==> config.mk <==
export PLATFORM = sky130hd
export DESIGN_NAME = adc_seq_ctrl
export DESIGN_NICKNAME = d
export VERILOG_FILES = /design/src/rtl/adc_seq_pkg.sv /design/src/rtl/adc_seq_rstsync.sv /design/src/rtl/adc_seq_sclk.sv /design/src/rtl/adc_seq_rx.sv /design/src/rtl/adc_seq_ctrl.sv
export SDC_FILE = /design/constraint.sdc
export NUM_CORES = 1
export LEC_CHECK = 0
export BUFFER_PORTS_ARGS = -buffer_cell sky130_fd_sc_hd__buf_4
export CAP_MARGIN = 40
export CORE_MARGIN = 2
export CORE_UTILIZATION = 30
export DETAILED_ROUTE_END_ITERATION = 16
export SLEW_MARGIN = 0
export SYNTH_ARGS = -nofsm -noshare
export SYNTH_HDL_FRONTEND = slang
export SYNTH_SLANG_ARGS = --single-unit
==> constraint.sdc <==
create_clock -name clk -period 1.85 [get_ports clk]
set_input_delay 0.4625 -clock clk [delete_from_list [all_inputs] [get_ports clk]]
set_output_delay 0.4625 -clock clk [all_outputs]
set_load 0.02 [all_outputs]
==> src/rtl/adc_seq_pkg.sv <==
package adc_seq_pkg;

  localparam int CMD_BITS = 8;
  localparam int CHAN_W   = 3;

  typedef enum logic [2:0] {
    ST_IDLE,
    ST_CMD,
    ST_WAIT,
    ST_READ,
    ST_END
  } seq_state_e;

  // Command word: start marker, channel, polarity, input mode, external-clock mode bits
  function automatic logic [CMD_BITS-1:0] make_cmd(input logic [CHAN_W-1:0] ch,
                                                   input logic uni,
                                                   input logic sgl);
    return {1'b1, ch, uni, sgl, 2'b11};
  endfunction

endpackage

==> src/rtl/adc_seq_rstsync.sv <==
module adc_seq_rstsync #(
  parameter int STAGES = 2
) (
  input  logic clk,
  input  logic rst_n,
  output logic rst_n_sync
);

  logic [STAGES-1:0] sync_q;

  always_ff @(posedge clk or negedge rst_n) begin
    if (!rst_n) sync_q <= '0;
    else        sync_q <= {sync_q[STAGES-2:0], 1'b1};
  end

  assign rst_n_sync = sync_q[STAGES-1];

endmodule

==> src/rtl/adc_seq_sclk.sv <==
module adc_seq_sclk #(
  parameter int DIV_HALF = 2
) (
  input  logic clk,
  input  logic rst_n,
  input  logic en_i,
  output logic sclk_o,
  output logic rise_o,
  output logic fall_o
);

  localparam int PH_W = (DIV_HALF > 1) ? $clog2(DIV_HALF) : 1;

  logic [PH_W-1:0] ph_q, ph_d;
  logic            sclk_q, sclk_d;
  logic            term;

  assign term = (ph_q == PH_W'(DIV_HALF - 1));

  always_comb begin
    ph_d   = ph_q;
    sclk_d = sclk_q;
    if (!en_i) begin
      ph_d   = '0;
      sclk_d = 1'b0;
    end else if (term) begin
      ph_d   = '0;
      sclk_d = ~sclk_q;
    end else begin
      ph_d   = ph_q + PH_W'(1);
    end
  end

  always_ff @(posedge clk or negedge rst_n) begin
    if (!rst_n) begin
      ph_q   <= '0;
      sclk_q <= 1'b0;
    end else begin
      ph_q   <= ph_d;
      sclk_q <= sclk_d;
    end
  end

  assign sclk_o = sclk_q;
  assign rise_o = en_i && term && !sclk_q;
  assign fall_o = en_i && term &&  sclk_q;

  AST_SCLK_LOW_AFTER_FALL: assert property (@(posedge clk) disable iff (!rst_n)
    fall_o |=> !sclk_o) else $error("serial clock did not drop after fall event");

  AST_SCLK_IDLE_LOW: assert property (@(posedge clk) disable iff (!rst_n)
    !en_i |=> !sclk_o) else $error("serial clock active while disabled");

endmodule

==> src/rtl/adc_seq_rx.sv <==
module adc_seq_rx #(
  parameter int W  = 16,
  parameter int RW = 14
) (
  input  logic          clk,
  input  logic          rst_n,
  input  logic          clr_i,
  input  logic          cap_i,
  input  logic          bit_i,
  output logic [RW-1:0] data_o
);

  logic [W-1:0] sh_q, sh_d;

  always_comb begin
    sh_d = sh_q;
    if (clr_i)      sh_d = '0;
    else if (cap_i) sh_d = {sh_q[W-2:0], bit_i};
  end

  always_ff @(posedge clk or negedge rst_n) begin
    if (!rst_n) sh_q <= '0;
    else        sh_q <= sh_d;
  end

  assign data_o = sh_q[W-1 -: RW];

  AST_RX_HOLD: assert property (@(posedge clk) disable iff (!rst_n)
    (!clr_i && !cap_i) |=> $stable(data_o)) else $error("capture changed without enable");

endmodule

==> src/rtl/adc_seq_ctrl.sv <==
module adc_seq_ctrl
  import adc_seq_pkg::*;
#(
  parameter int DIV_HALF = 2,
  parameter int TIMEOUT  = 64,
  parameter int RES_W    = 14,
  parameter int FRAME_W  = 16
) (
  input  logic              clk,
  input  logic              rst_n,
  input  logic              start_i,
  input  logic [2:0]        chan_i,
  input  logic              uni_i,
  input  logic              sgl_i,
  output logic              busy_o,
  output logic              done_o,
  output logic [RES_W-1:0]  result_o,
  output logic              result_vld_o,
  output logic              timeout_o,
  output logic              adc_csn_o,
  output logic              adc_sclk_o,
  output logic              adc_cmd_o,
  input  logic              adc_dat_i,
  input  logic              adc_rdy_i
);

  localparam int CNT_MAX = (TIMEOUT > FRAME_W) ? TIMEOUT : FRAME_W;
  localparam int CNT_W   = $clog2(CNT_MAX + 1);

  logic rst_s;
  logic rise_en, fall_en, sclk;
  logic cap, clr;
  logic [RES_W-1:0] rx_data;

  seq_state_e           state_q, state_d;
  logic [CMD_BITS-1:0]  cmd_q, cmd_d;
  logic [CNT_W-1:0]     cnt_q, cnt_d;
  logic                 err_q, err_d;
  logic                 rdy_q, rdy_d;
  logic                 done_q, done_d;
  logic                 vld_q, vld_d;
  logic                 tmo_q, tmo_d;
  logic [RES_W-1:0]     res_q, res_d;
  logic                 active;

  adc_seq_rstsync #(.STAGES(2)) i_rstsync (
    .clk        (clk),
    .rst_n      (rst_n),
    .rst_n_sync (rst_s)
  );

  assign active = (state_q != ST_IDLE);

  adc_seq_sclk #(.DIV_HALF(DIV_HALF)) i_sclk (
    .clk    (clk),
    .rst_n  (rst_s),
    .en_i   (active),
    .sclk_o (sclk),
    .rise_o (rise_en),
    .fall_o (fall_en)
  );

  adc_seq_rx #(.W(FRAME_W), .RW(RES_W)) i_rx (
    .clk    (clk),
    .rst_n  (rst_s),
    .clr_i  (clr),
    .cap_i  (cap),
    .bit_i  (adc_dat_i),
    .data_o (rx_data)
  );

  // Next-state logic
  always_comb begin
    state_d = state_q;
    cmd_d   = cmd_q;
    cnt_d   = cnt_q;
    err_d   = err_q;
    rdy_d   = 1'b0;
    cap     = 1'b0;
    clr     = 1'b0;
    done_d  = 1'b0;
    vld_d   = vld_q;
    tmo_d   = tmo_q;
    res_d   = res_q;

    // command bits advance on falling serial edges so they are stable at each rise
    if (active && fall_en) cmd_d = {cmd_q[CMD_BITS-2:0], 1'b0};

    unique case (state_q)
      ST_IDLE: begin
        if (start_i) begin
          state_d = ST_CMD;
          cmd_d   = make_cmd(chan_i, uni_i, sgl_i);
          cnt_d   = '0;
          err_d   = 1'b0;
          clr     = 1'b1;
        end
      end
      ST_CMD: begin
        if (rise_en) begin
          if (cnt_q == CNT_W'(CMD_BITS - 1)) begin
            state_d = ST_WAIT;
            cnt_d   = '0;
          end else begin
            cnt_d = cnt_q + CNT_W'(1);
          end
        end
      end
      ST_WAIT: begin
        rdy_d = adc_rdy_i;
        if (rdy_q && !adc_rdy_i) begin
          state_d = ST_READ;
          cnt_d   = '0;
        end else if (rise_en) begin
          if (cnt_q == CNT_W'(TIMEOUT - 1)) begin
            state_d = ST_END;
            err_d   = 1'b1;
          end else begin
            cnt_d = cnt_q + CNT_W'(1);
          end
        end
      end
      ST_READ: begin
        if (rise_en) begin
          cap = 1'b1;
          if (cnt_q == CNT_W'(FRAME_W - 1)) state_d = ST_END;
          else                              cnt_d   = cnt_q + CNT_W'(1);
        end
      end
      ST_END: begin
        // finish on a falling serial edge so the clock never leaves a runt pulse
        if (fall_en) begin
          state_d = ST_IDLE;
          done_d  = 1'b1;
          vld_d   = !err_q;
          tmo_d   = err_q;
          if (!err_q) res_d = rx_data;
        end
      end
      default: state_d = ST_IDLE;
    endcase
  end

  // Registers
  always_ff @(posedge clk or negedge rst_s) begin
    if (!rst_s) begin
      state_q <= ST_IDLE;
      cmd_q   <= '0;
      cnt_q   <= '0;
      err_q   <= 1'b0;
      rdy_q   <= 1'b0;
      done_q  <= 1'b0;
      vld_q   <= 1'b0;
      tmo_q   <= 1'b0;
      res_q   <= '0;
    end else begin
      state_q <= state_d;
      cmd_q   <= cmd_d;
      cnt_q   <= cnt_d;
      err_q   <= err_d;
      rdy_q   <= rdy_d;
      done_q  <= done_d;
      vld_q   <= vld_d;
      tmo_q   <= tmo_d;
      if (done_d) res_q <= res_d;
    end
  end

  assign busy_o       = active;
  assign done_o       = done_q;
  assign result_o     = res_q;
  assign result_vld_o = vld_q;
  assign timeout_o    = tmo_q;
  assign adc_csn_o    = !active;
  assign adc_sclk_o   = sclk;
  assign adc_cmd_o    = cmd_q[CMD_BITS-1];

  AST_SCLK_GATED_BY_CS: assert property (@(posedge clk) disable iff (!rst_s)
    adc_csn_o |-> !adc_sclk_o) else $error("serial clock high while deselected");

  AST_DONE_DESELECTED: assert property (@(posedge clk) disable iff (!rst_s)
    done_o |-> adc_csn_o) else $error("done while still selected");

  AST_DONE_PULSE: assert property (@(posedge clk) disable iff (!rst_s)
    done_o |=> !done_o) else $error("done longer than one cycle");

  AST_RESULT_HELD: assert property (@(posedge clk) disable iff (!rst_s)
    !done_o |-> $stable(result_o)) else $error("result moved outside done");

  AST_TIMEOUT_NO_VALID: assert property (@(posedge clk) disable iff (!rst_s)
    timeout_o |-> !result_vld_o) else $error("valid together with timeout");

  AST_START_WHILE_BUSY: assert property (@(posedge clk) disable iff (!rst_s)
    (busy_o && !done_d) |=> !adc_csn_o) else $error("busy transaction dropped early");

endmodule

* Word level (Yosys, flattened, before mapping) *
Index checks and enable logic that the tools add are counted.

word-level totals
  bits in registers = 57
  output and inout port bits = 21
  word-level logic and storage cells = 97

operators by class
  $add $sub $neg = 2
  equality and inequality tests = 21
  muxes and demuxes = 40
  bitwise operators = 2
  reduce and logical (&&, ||, !) cells = 19

operator list
  kind                                                  count
  two-way mux 7 bit                                     8
  two-way mux 16 bit                                    2
  one-hot mux 7 bit (4 select lines)                    1
  two-way mux 3 bit                                     9
  two-way mux 8 bit                                     3
  two-way mux 1 bit                                     15
  one-hot mux 3 bit (5 select lines)                    1
  != test 2 bit (second input constant)                 7
  != test 2 x 1 -> 1 bit (second input constant)        4
  AND reduction 8 bit                                   1
  adder 7 x 1 -> 7 bit (second input constant)          1
  equality test 7 x 3 -> 1 bit (second input constant)  1
  equality test 7 x 4 -> 1 bit (second input constant)  1
  equality test 7 x 6 -> 1 bit (second input constant)  1
  AND reduction 7 bit                                   1
  equality test 3 x 2 -> 1 bit (second input constant)  2
  != test 3 bit (second input constant)                 2
  logical AND 1 bit                                     5
  AND reduction 5 bit                                   1
  logical NOT 1 bit                                     4
  AND reduction 4 bit                                   1
  nonzero test 2 bit                                    2
  nonzero test 4 bit                                    1
  equality test 3 x 1 -> 1 bit (second input constant)  1
  other kinds (8)                                       9

* Longest topological paths before layout *
Gate-level depths: netlist (run 1).

  depth in word-level cells = 7
  depth in mapped cells = 9
  depth with buffers taken out = 6

* Modules after synthesis *
Synthesis (run 1) repeated with hierarchy kept, for this count alone.

unflattened totals
  cells, all modules = 241
  area total of the unflattened synthesis = 2750.1 um^2

by module, submodules not included
  module           times used  cells each  area each (um^2)  sequential area each (um^2)
  adc_seq_ctrl     1           164         1841.8            925.9
  adc_seq_rx       1           66          765.7             400.4
  adc_seq_sclk     1           8           88.8              50.0
  adc_seq_rstsync  1           3           53.8              50.0

* Worst setup path before layout (run 1) *
No wires, ideal clock.

  path type = flip-flop to flip-flop
  from = reg state_q[0]
  to = reg i_rx.sh_q[10]
  library setup time = 123 ps
  arrival time = 1605 ps
  data required time = 1727 ps
  setup slack = 121 ps
  cell stages (with the launch flop) = 9
  buffers on the path = 3
  period minus slack after synthesis = 1729 ps
  path through = dfrtp_1 -> buf_4 -> nor2_2 -> nand2_1 -> inv_2 -> and2_1 -> buf_2 -> buf_2 -> a21oi_1

on the way
  word-level cells in the longest chain between the ends = 6

ends and longest elaborated chain
  item                             line                 source
  start, declared                  adc_seq_ctrl.sv:35   seq_state_e state_q, state_d;
  start signal, assigned           adc_seq_ctrl.sv:157  state_q <= state_d;
  nonzero test 3 bit               adc_seq_ctrl.sv:52   assign active = (state_q != ST_IDLE);
  via busy_o                       adc_seq_ctrl.sv:15   output logic busy_o,
  logical AND 1 bit (2 in series)  adc_seq_sclk.sv:45   assign rise_o = en_i && term && !sclk_q;
  two-way mux 1 bit                adc_seq_ctrl.sv:124  if (rise_en) begin
  two-way mux 1 bit                adc_seq_ctrl.sv:89   unique case (state_q)
  nonzero test 2 bit (no line)     -
  end signal, assigned             adc_seq_rx.sv:22     if (!rst_n) sh_q <= '0;
  end signal, assigned             adc_seq_rx.sv:23     else sh_q <= sh_d;
  end, declared                    adc_seq_rx.sv:13     logic [W-1:0] sh_q, sh_d;

The timed path passes the listed nets, and every way through them passes these cells.
A chain may end at the register's enable or synchronous reset.

* Worst setup path in the final report (run 1) *
  from = reg state_q[0]
  to = reg cnt_q[5]

on the way
  word-level cells in the longest chain between the ends = 5

ends and longest elaborated chain
  item                                                                               line                 source
  nonzero test 3 bit                                                                 adc_seq_ctrl.sv:52
  logical AND 1 bit (2 in series)                                                    adc_seq_sclk.sv:45
  != test 3 x 2 -> 1 bit (no line) / != test 2 x 1 -> 1 bit (equally long branches)  -
  AND reduction 7 bit (no line)                                                      -
  end signal, assigned                                                               adc_seq_ctrl.sv:159  cnt_q <= cnt_d;
  end, declared                                                                      adc_seq_ctrl.sv:37   logic [CNT_W-1:0] cnt_q, cnt_d;

Parallel ways exist; a longest one is shown, timed or not.

==> qor.txt, run 1 <==
status: finished clean
RR Endpoint: cnt_q[5]
Overflow after GRT: 0
fin cells: 409
hold crit path type: flip-flop to async pin
synthesis-stage register bit count: 57
CP endpoint kind: flip-flop
Yosys top cell area share: 55.80%
antenna violations before repair: 0
DR WL/cell: 12.85 um
r2r startpoint: state_q[0]
crit-path max cell delay: 450 ps
Netlist cell types: 49
largest area contributor in the netlist: dfrtp_1
async set-or-reset flop fraction in the synthesized netlist: 100.0%
sum of negative setup slack: 0 ps
top cells by area, synth: dfrtp_1 56%, nand2_1 8.8%, mux2_2 6.2%
die area: 9275 um2
Max VDD drop: 0.0004486 V
Skew-Pair Late Insertion Delay: 340 ps
Antenna Nets Post-Route: 0
gp weighted congestion: 0.7872
Worst Path Arrival: 2020 ps
Crit path max-delay family: compound AO/OA/AOI/OAI gates
CP Buf/Inv Count: 2
mapped cell area: 2556 um2
dpl cell area: 3007 um2
Vias: 1940
crit path cell chain: buf_4 -> nor3b_4 -> o311a_4 -> o41ai_4 -> buf_6 -> a21o_1 -> a22o_1
register area share after synthesis: 55.80%
row count: 33
Post-synth EDFFs: 0
Worst Reg-to-Reg Cells: 7
Fillers: 831
CTS tree: yes
max-cap check violation count: 0
DRT iter0 DRCs: 65
commonest non-fill, non-tap cells in the layout: 59 x nand2_1, 54 x dfrtp_1, 49 x buf_4
commonest non-fill, non-tap cell in the layout: nand2_1
largest net degree at the start of global routing: 27
CTS Buf Count: 9
iteration count of the initial detailed-routing pass: 4
# setup viols final: 0
Vias/cell: 4.743
fin nets: 310
Port Buffers: 30
final core utilization: 40.73%
# clock sinks: 57
WP data required: 2070 ps
r2r setup slk: 50 ps
Layout area overhead: 31.57%
leakage power: 1.612 nW
GRT Overall Usage: 12.11%
Final Power: 0.004997 W
Placed Instances: 383
Diodes inserted: 0
Fin. Hold Viols: 0
global-route wire length before repair: 8507 um
CP max stage cell: dfrtp_2
PwrDens: 1486 nW/um2
proportion of layout cells with a drive suffix above 1: 33.88%
CTS Buffer Depth: 2
Final Skew: 5.819 ps
fmax: 556.5 MHz
CP max FO: 9
Ports: 31
Synth Flop Type: dfrtp_1
DP HPWL: 3608 um
Final Cycle Share: 97.14%
drc violations: 0
cell count after synthesis: 242
Mapped Avg Cell Area: 10.56 um2
Final min period: 1797 ps
Setup crit start kind: flip-flop
CTS H-tree depth: 3
post-route cell area: 3363 um2
core region area: 8258 um2
CTS clk-pin slew, worst paths: 70 ps
vias in the first global route: 1847
Syn. warnings: 0
worst setup path class: flip-flop to flip-flop
Starting Density: 30.95%
post-synthesis net count: 253
Die Y: 96.31 um
max-slew violations: 0
wirelength, routed: 5256 um
die width: 96.31 um
Clock Tree Root: clkbuf_8
-- Yosys cell counts, types with 2 or more instances --
cell type / instances
nor3_1: 2
nand3_1: 5
nor2b_1: 2
inv_1: 4
nand2b_1: 5
o21ai_0: 11
a22o_1: 2
nor3b_1: 2
dfrtp_1: 57
nor2_2: 2
mux2i_1: 7
nand2_1: 60
and2_1: 2
a21oi_1: 19
a21o_1: 3
buf_4: 2
o311ai_0: 2
buf_2: 4
nor2_1: 8
mux2_2: 14
-- power breakdown --
part,internal [W],switching [W],total (W)
Sequential,0.00160,0.000317,0.00192
Clock,0.000929,0.000490,0.00142
Combinational,0.000802,0.000856,0.00166
Total,0.00333,0.00166,0.00500
-- worst max path at each step --
stage,startpoint,endpoint,slack (ps),cells past startpoint
final,state_q[0],cnt_q[5],50,7
after floorplan,state_q[0],i_rx.sh_q[10],120,8
after CTS,state_q[1],adc_csn_o,40,4
after global placement,state_q[0],cnt_q[3],60,5
after detailed placement,state_q[0],cnt_q[3],3,5
after global routing,state_q[0],cnt_q[3],-20,7
-- worst register-to-register path, delay by kind of cell (launching register included) --
| family | cells | cell delay [ps] |
|---|---|---|
| simple gates | 1 | 240 |
| buf+inv | 2 | 300 |
| flops | 1 | 450 |
| compound gates | 4 | 700 |
-- cell type report --
| class | instances | area, um2 | share of cell area [%] |
|---|---|---|---|
| clock buffers | 11 | 141.4 | 4.204 |
| well taps | 105 | 131.4 | 3.906 |
| multi-input cells | 172 | 1090 | 32.40 |
| repair buffers | 54 | 449.2 | 13.36 |
| clock inverters | 5 | 102.6 | 3.051 |
| flip-flops and latches | 57 | 1430 | 42.52 |
| inverters | 5 | 18.77 | 0.5580 |
-- per-layer routing --
metal	part of all wire, %	routed length, um	track usage [%]
met1	43	2283	13.96
met2	51	2669	20.49
met3	4.1	214	4.229
met4	1.7	90	4.930
met5	0	0	0
-- flip-flops by register name (all words and copies together), names as in the netlist --
name / cells
i_rx.sh_q: 16
result_o: 14
cmd_q: 8
cnt_q: 7
state_q: 3
i_rstsync.sync_q: 2
done_o: 1
err_q: 1
i_sclk.ph_q: 1
i_sclk.sclk_o: 1
rdy_q: 1
result_vld_o: 1
timeout_o: 1
-- cell families (layout without fill, tap and decap cells) --
kind of cell	Yosys count	in the layout	synth area share, %
simple gates	102	102	19.87
buf+inv	13	75	2.691
mux	21	21	8.909
flops	57	57	55.80
compound gates	47	47	12.09
other cells	1	1	0.1467
fa+ha+maj	1	1	0.4894
-- what timing repair did --
action,CTS,global route
setup endpoints to repair,5,7
pin swaps,0,4
endpoints found under the hold margin,2,0
cloned,0,0
setup buffers,3,6
hold buffers,1,0
resized for setup,4,7
-- through the flow --
| step | setup WS, ps | hold WS [ps] |
|---|---|---|
| after floorplan | 121.1 | 166.9 |
| after global placement | 57.35 | 241.0 |
| final | 52.97 | 225.2 |
| after CTS | 41.20 | 249.1 |
| after detailed placement | 2.985 | 246.2 |
| after global routing | -22.05 | 268.0 |
Power figures use the tool's default switching activity.
==> run 2: changes to the inputs <==
- PLACE_DENSITY: not set -> 0.47
==> run 2 against run 1 <==
Effect of this change:
- flip-flop and latch count unchanged
- clock-buffer cell count unchanged
- utilization decreased by 0.64 points
- global-route usage increased by 0.67 points
- cell count unchanged
- via count decreased by 1.4%
- critical path depth unchanged
- combinational power about the same
- sequential share of layout area increased by 0.67 points
- non-clock buffer count unchanged
- routed wire length increased by 0.42%
- sequential power about the same
- largest cell class unchanged
- largest power group unchanged
==> qor.txt, run 2 (synthesis gave the netlist of run 1 again) <==
CP endpoint kind: flip-flop
CP max FO: 6 (-3)
Final min period: 1844 ps (+47.06 ps)
max-slew violations: 0 (unchanged)
Layout area overhead: 29.52%
r2r setup slk: 6 ps (-50 ps)
Port Buffers: 30 (unchanged)
Setup crit start kind: flip-flop
antenna violations before repair: 0 (unchanged)
PwrDens: 1415 nW/um2 (-4.7%)
Vias: 1912 (-1.4%)
vias in the first global route: 1831 (-0.87%)
leakage power: 1.586 nW (-1.7%)
Final Skew: 8.049 ps (+2.229 ps)
row count: 33 (unchanged)
max-cap check violation count: 0 (unchanged)
status: finished clean
Ports: 31 (unchanged)
Antenna Nets Post-Route: 0 (unchanged)
commonest non-fill, non-tap cell in the layout: nand2_1
global-route wire length before repair: 8907 um (+4.7%)
fmax: 542.3 MHz (-2.6%)
GRT Overall Usage: 12.78% (+0.67 points)
Starting Density: 30.95% (unchanged)
crit path cell chain: buf_6 -> nor3b_4 -> o311a_4 -> o41ai_4 -> buf_4 -> a21o_1 -> a22o_1
Overflow after GRT: 0 (unchanged)
proportion of layout cells with a drive suffix above 1: 32.89% (-0.99 points)
commonest non-fill, non-tap cells in the layout: 59 x nand2_1, 54 x dfrtp_1, 48 x buf_4
crit-path max cell delay: 440 ps (about the same)
# clock sinks: 57 (unchanged)
fin nets: 310 (unchanged)
CTS tree: yes
DR WL/cell: 12.90 um (+0.42%)
gp weighted congestion: 0.8156 (+3.6%)
die area: 9275 um2 (unchanged)
RSZ-0062 raised after global routing: yes
hold crit path type: flip-flop to async pin
fin cells: 409 (unchanged)
CTS Buf Count: 9 (unchanged)
iteration count of the initial detailed-routing pass: 4 (unchanged)
Worst Path Arrival: 2060 ps (+40 ps)
DP HPWL: 3534 um (-2.1%)
Placed Instances: 384 (+0.26%)
Die Y: 96.31 um (unchanged)
DRT iter0 DRCs: 74 (+14%)
die width: 96.31 um (unchanged)
Vias/cell: 4.675 (-1.4%)
# setup viols final: 0 (unchanged)
Diodes inserted: 0 (unchanged)
CP max stage cell: dfrtp_2
Largest register FFs: 16 (unchanged)
Final Cycle Share: 99.68% (+2.5 points)
final core utilization: 40.09% (-0.64 points)
largest net degree at the start of global routing: 56 (+110%)
CTS H-tree depth: 3 (unchanged)
Max VDD drop: 0.0005740 V (+28%)
Skew-Pair Late Insertion Delay: 340 ps (about the same)
worst setup path class: flip-flop to flip-flop
Crit path max-delay family: compound AO/OA/AOI/OAI gates
CTS Buffer Depth: 2 (unchanged)
drc violations: 0 (unchanged)
CTS clk-pin slew, worst paths: 60 ps (about the same)
CP Buf/Inv Count: 2 (unchanged)
wirelength, routed: 5278 um (+0.42%)
Clock Tree Root: clkbuf_8
Reg with most FFs: i_rx.sh_q
WP data required: 2070 ps (about the same)
core region area: 8258 um2 (unchanged)
Fin. Hold Viols: 0 (unchanged)
run 2: path summary, 6_finish.rpt:
path,startpoint,endpoint,cells past startpoint
max in group asynchronous,rst_n,i_rstsync.sync_q[1],2
setup reg to reg,state_q[0],cnt_q[5],7
setup / recovery,state_q[0],cnt_q[5],7
hold / removal,i_rstsync.sync_q[1],result_vld_o,1
min in group clk,chan_i[1],cmd_q[5],3
hold reg to reg,i_rstsync.sync_q[1],result_vld_o,1
run 2: report_power, final:
| part | leakage (nW) | internal [W] | switching [W] |
|---|---|---|---|
| clock network | 0.0953 | 0.000653 | 0.000491 |
| logic | 0.732 | 0.000786 | 0.000865 |
| registers | 0.758 | 0.00160 | 0.000287 |
run 2: per-stage QoR:
step	power (W)	setup TNS, ps	area (um2)	hold slack (ps)	setup WS [ps]
after CTS	0.004598	0	3248	274.4	7.505
after global routing	0.005033	-187.6	3311	295.1	-56.44
after global placement	0.003380	-198.2	3014	246.0	-58.89
after floorplan	0.002900	0	2556	166.9	121.1
final	0.004686	0	3311	249.2	5.907
after detailed placement	0.003379	-96.39	3014	246.2	-40.11
run 2: area by class of cell:
| class | instances | area, um2 |
|---|---|---|
| clock buffers | 11 | 141.4 |
| flip-flops and latches | 57 | 1430 |
| repair buffers | 54 | 452.9 |
| clock inverters | 5 | 55.05 |
| inverters | 5 | 18.77 |
| fillers | 832 | 4947 |
| multi-input cells | 172 | 1081 |
| well taps | 105 | 131.4 |
run 2: metal layers:
| metal | routed length, um | track usage, % | vias to the layer above |
|---|---|---|---|
| met3 | 272 | 4.855 | 11 |
| li1 | - | - | 946 |
| met1 | 2489 | 16.46 | 914 |
| met2 | 2425 | 19.21 | 41 |
| met4 | 90 | 5.399 | 0 |
| met5 | 0 | 0 | - |
run 2: repair_timing:
| item | in CTS | in global routing |
|---|---|---|
| pin swaps | 0 | 5 |
| hold buffers | 1 | 0 |
| endpoints found under the hold margin | 2 | 0 |
| setup buffers | 2 | 6 |
| endpoints found under the setup margin | 5 | 7 |
| gates resized for setup | 3 | 5 |
run 2: worst register-to-register path: cells and delay by family (launching register included):
| kind | cells | cell delay (ps) |
|---|---|---|
| flops | 1 | 440 |
| compound gates | 4 | 710 |
| buf+inv | 2 | 300 |
| simple gates | 1 | 270 |
==> run 3: changes to the inputs <==
- CORE_UTILIZATION: 30 -> 39
- PLACE_DENSITY: 0.47 -> 0.57
- clock period: 1.85 -> 1.9 ns (I/O delays scaled with it)
==> run 3 against run 2 <==
Effect of this change:
- clock skew is 1.3 ps higher
- via count is 1.1% lower
- die area is 22% lower
- critical endpoint is now adc_csn_o
- clock-buffer cell count is 1 lower
- largest cell class unchanged
- routed wire length is 4.6% lower
- combinational power is 15% lower
- critical path type is now flip-flop to output pin
- sequential share of layout area is 1.4 points higher
==> qor.txt, run 3 (synthesis gave the netlist of run 1 again) <==
status: finished clean
# clock sinks: 57 (unchanged)
Critical Path End: adc_csn_o
proportion of layout cells with a drive suffix above 1: 30.51% (-2.4 points)
largest net degree at the start of global routing: 27 (-52%)
core region area: 6350 um2 (-23%)
leakage power: 1.541 nW (-2.8%)
vias in the first global route: 1792 (-2.1%)
GRT Overall Usage: 14.98% (+2.2 points)
max-cap check violation count: 0 (unchanged)
max-slew violations: 0 (unchanged)
critical path launch point: state_q[2]
Vias: 1891 (-1.1%)
Comb pwr share: 31.8% (-3.4 points)
antenna violations before repair: 0 (unchanged)
Register Area: 1430 um2 (unchanged)
Setup crit start kind: flip-flop
pre-CTS WS: 70.86 ps (+111.0 ps)
CTS Buf Count: 9 (unchanged)
Port Buffers: 30 (unchanged)
Sequential Power Share: 42.1% (+1.8 points)
Fin. Hold Viols: 0 (unchanged)
Final Cycle Share: 96.40%
Final min period: 1832 ps
r2r setup slk: 110 ps (+100 ps)
measured slew at the worst slew-check pin: 546.2 ps
commonest non-fill, non-tap cells in the layout: 60 x nand2_1, 54 x dfrtp_1, 41 x buf_4
Clock Tree Root: clkbuf_8
wirelength, routed: 5033 um (-4.6%)
row count: 29 (-12%)
post-route cell area: 3204 um2 (-3.2%)
Placed Instances: 353 (-8.1%)
CP max FO: 6 (unchanged)
CP endpoint kind: output pin
Final Skew: 9.299 ps (+1.250 ps)
Worst Path Arrival: 1360 ps (-700 ps)
worst setup path class: flip-flop to output pin
Vias/cell: 5.083 (+8.7%)
Ports: 31 (unchanged)
DR WL/cell: 13.53 um (+4.8%)
r2r startpoint: state_q[0]
RR Endpoint: cnt_q[3]
Sw Share: 36.04% (+0.99 points)
CP Buf/Inv Count: 4 (+2)
CP max stage cell: dfrtp_1
Largest register FFs: 16 (unchanged)
Crit path max-delay family: buffers and inverters
DP HPWL: 3444 um (-2.5%)
# setup viols final: 0 (unchanged)
CTS clk-pin slew, worst paths: 70 ps (about the same)
clock power share: 26.1% (+1.7 points)
CTS H-tree depth: 3 (unchanged)
Reg with most FFs: i_rx.sh_q
drc violations: 0 (unchanged)
PwrDens: 1381 nW/um2 (-2.5%)
global-route wire length before repair: 8383 um (-5.9%)
Die Y: 84.96 um (-12%)
sum of negative setup slack: 0 ps (unchanged)
crit-path max cell delay: 380 ps (-60 ps)
commonest non-fill, non-tap cell in the layout: nand2_1
Max VDD drop: 0.0006737 V (+17%)
die width: 84.96 um (-12%)
fin cells: 372 (-9.0%)
CTS Buffer Depth: 2 (unchanged)
fmax: 546.0 MHz
CTS tree: yes
Pint: 0.002829 W (-7.0%)
hold crit path type: flip-flop to async pin
Worst Reg-to-Reg Cells: 6 (-1)
final setup margin: 68.49 ps (+62.58 ps)
gp weighted congestion: 0.8652 (+6.1%)
Diodes inserted: 0 (unchanged)
fin nets: 301 (-2.9%)
WP data required: 1420 ps (-650 ps)
Relative slew margins: 63.46%
Layout area overhead: 25.35%
Fillers: 601 (-28%)
crit path cell chain: buf_4 -> inv_1 -> nand2_1 -> inv_2 -> buf_4
iteration count of the initial detailed-routing pass: 4 (unchanged)
most used cell, CP: buf_4
final core utilization: 50.46% (+10 points)
Skew-Pair Late Insertion Delay: 340 ps (about the same)
Starting Density: 40.26% (+9.3 points)
DRT iter0 DRCs: 63 (-15%)
Antenna Nets Post-Route: 0 (unchanged)
multi-input logic area: 1076 um2 (-0.46%)
switching power: 0.001594 W (-2.9%)
die area: 7218 um2 (-22%)
Overflow after GRT: 0 (unchanged)
dpl cell area: 2957 um2 (-1.9%)
critical path depth: 5 (-2)
-- run 3: layout make-up --
type	instances	area share (%)
Tap cell	77	3.007
Timing Repair Buffer	45	11.79
Clock buffer	10	4.295
Clock inverter	6	2.109
Sequential cell	57	44.63
Inverter	5	0.5857
Multi-Input combinational cell	172	33.58
-- run 3: worst min path at each step --
stage | end | slack, ps | cells after the start
floorplan | i_rstsync.sync_q[0] | 180 | 0
global placement | i_rx.sh_q[6] | 250 | 0
detailed placement | i_rx.sh_q[5] | 250 | 0
CTS | result_o[1] | 240 | 0
global route | i_rx.sh_q[1] | 270 | 0
finish | i_rx.sh_q[3] | 220 | 0
-- run 3: per-layer routing --
layer / up-vias / part of all wire [%] / global-route usage [%]
met4: 0 / 2.8 / 10.25
met2: 41 / 44 / 21.45
li1: 935 / - / -
met3: 12 / 4.5 / 3.210
met1: 903 / 49 / 20.32
met5: - / 0 / 0
-- run 3: repair_timing --
item,CTS,global route
hold endpoints to repair,2,0
pin swaps,0,2
resized for setup,3,1
endpoints found under the setup margin,2,4
buffers inserted,0,2
hold buffers,1,0
-- run 3: per-stage QoR --
step | power, W | hold slack (ps)
finish | 0.004424 | 220.9
global placement | 0.003237 | 253.3
detailed placement | 0.003262 | 247.6
CTS | 0.004443 | 245.0
floorplan | 0.002824 | 179.4
global route | 0.004745 | 271.1
-- run 3: power groups by stage --
stage / Sequential (W) / Combinational [W] / Clock [W]
2_1_floorplan: 0.00183 / 0.000993 / 0
3_3_place_gp: 0.00187 / 0.00137 / 0
5_1_grt: 0.00192 / 0.00158 / 0.00125
6_report: 0.00186 / 0.00141 / 0.00115
4_1_cts: 0.00187 / 0.00139 / 0.00119
3_5_place_dp: 0.00188 / 0.00138 / 0
-- run 3: worst register-to-register path: cells and delay by family, from the launching register on --
family	cells	cell delay (ps)
AOI/OAI and AO/OA	3	540
buffers and inverters	1	180
DFF	1	460
and+or+nand+nor	2	540
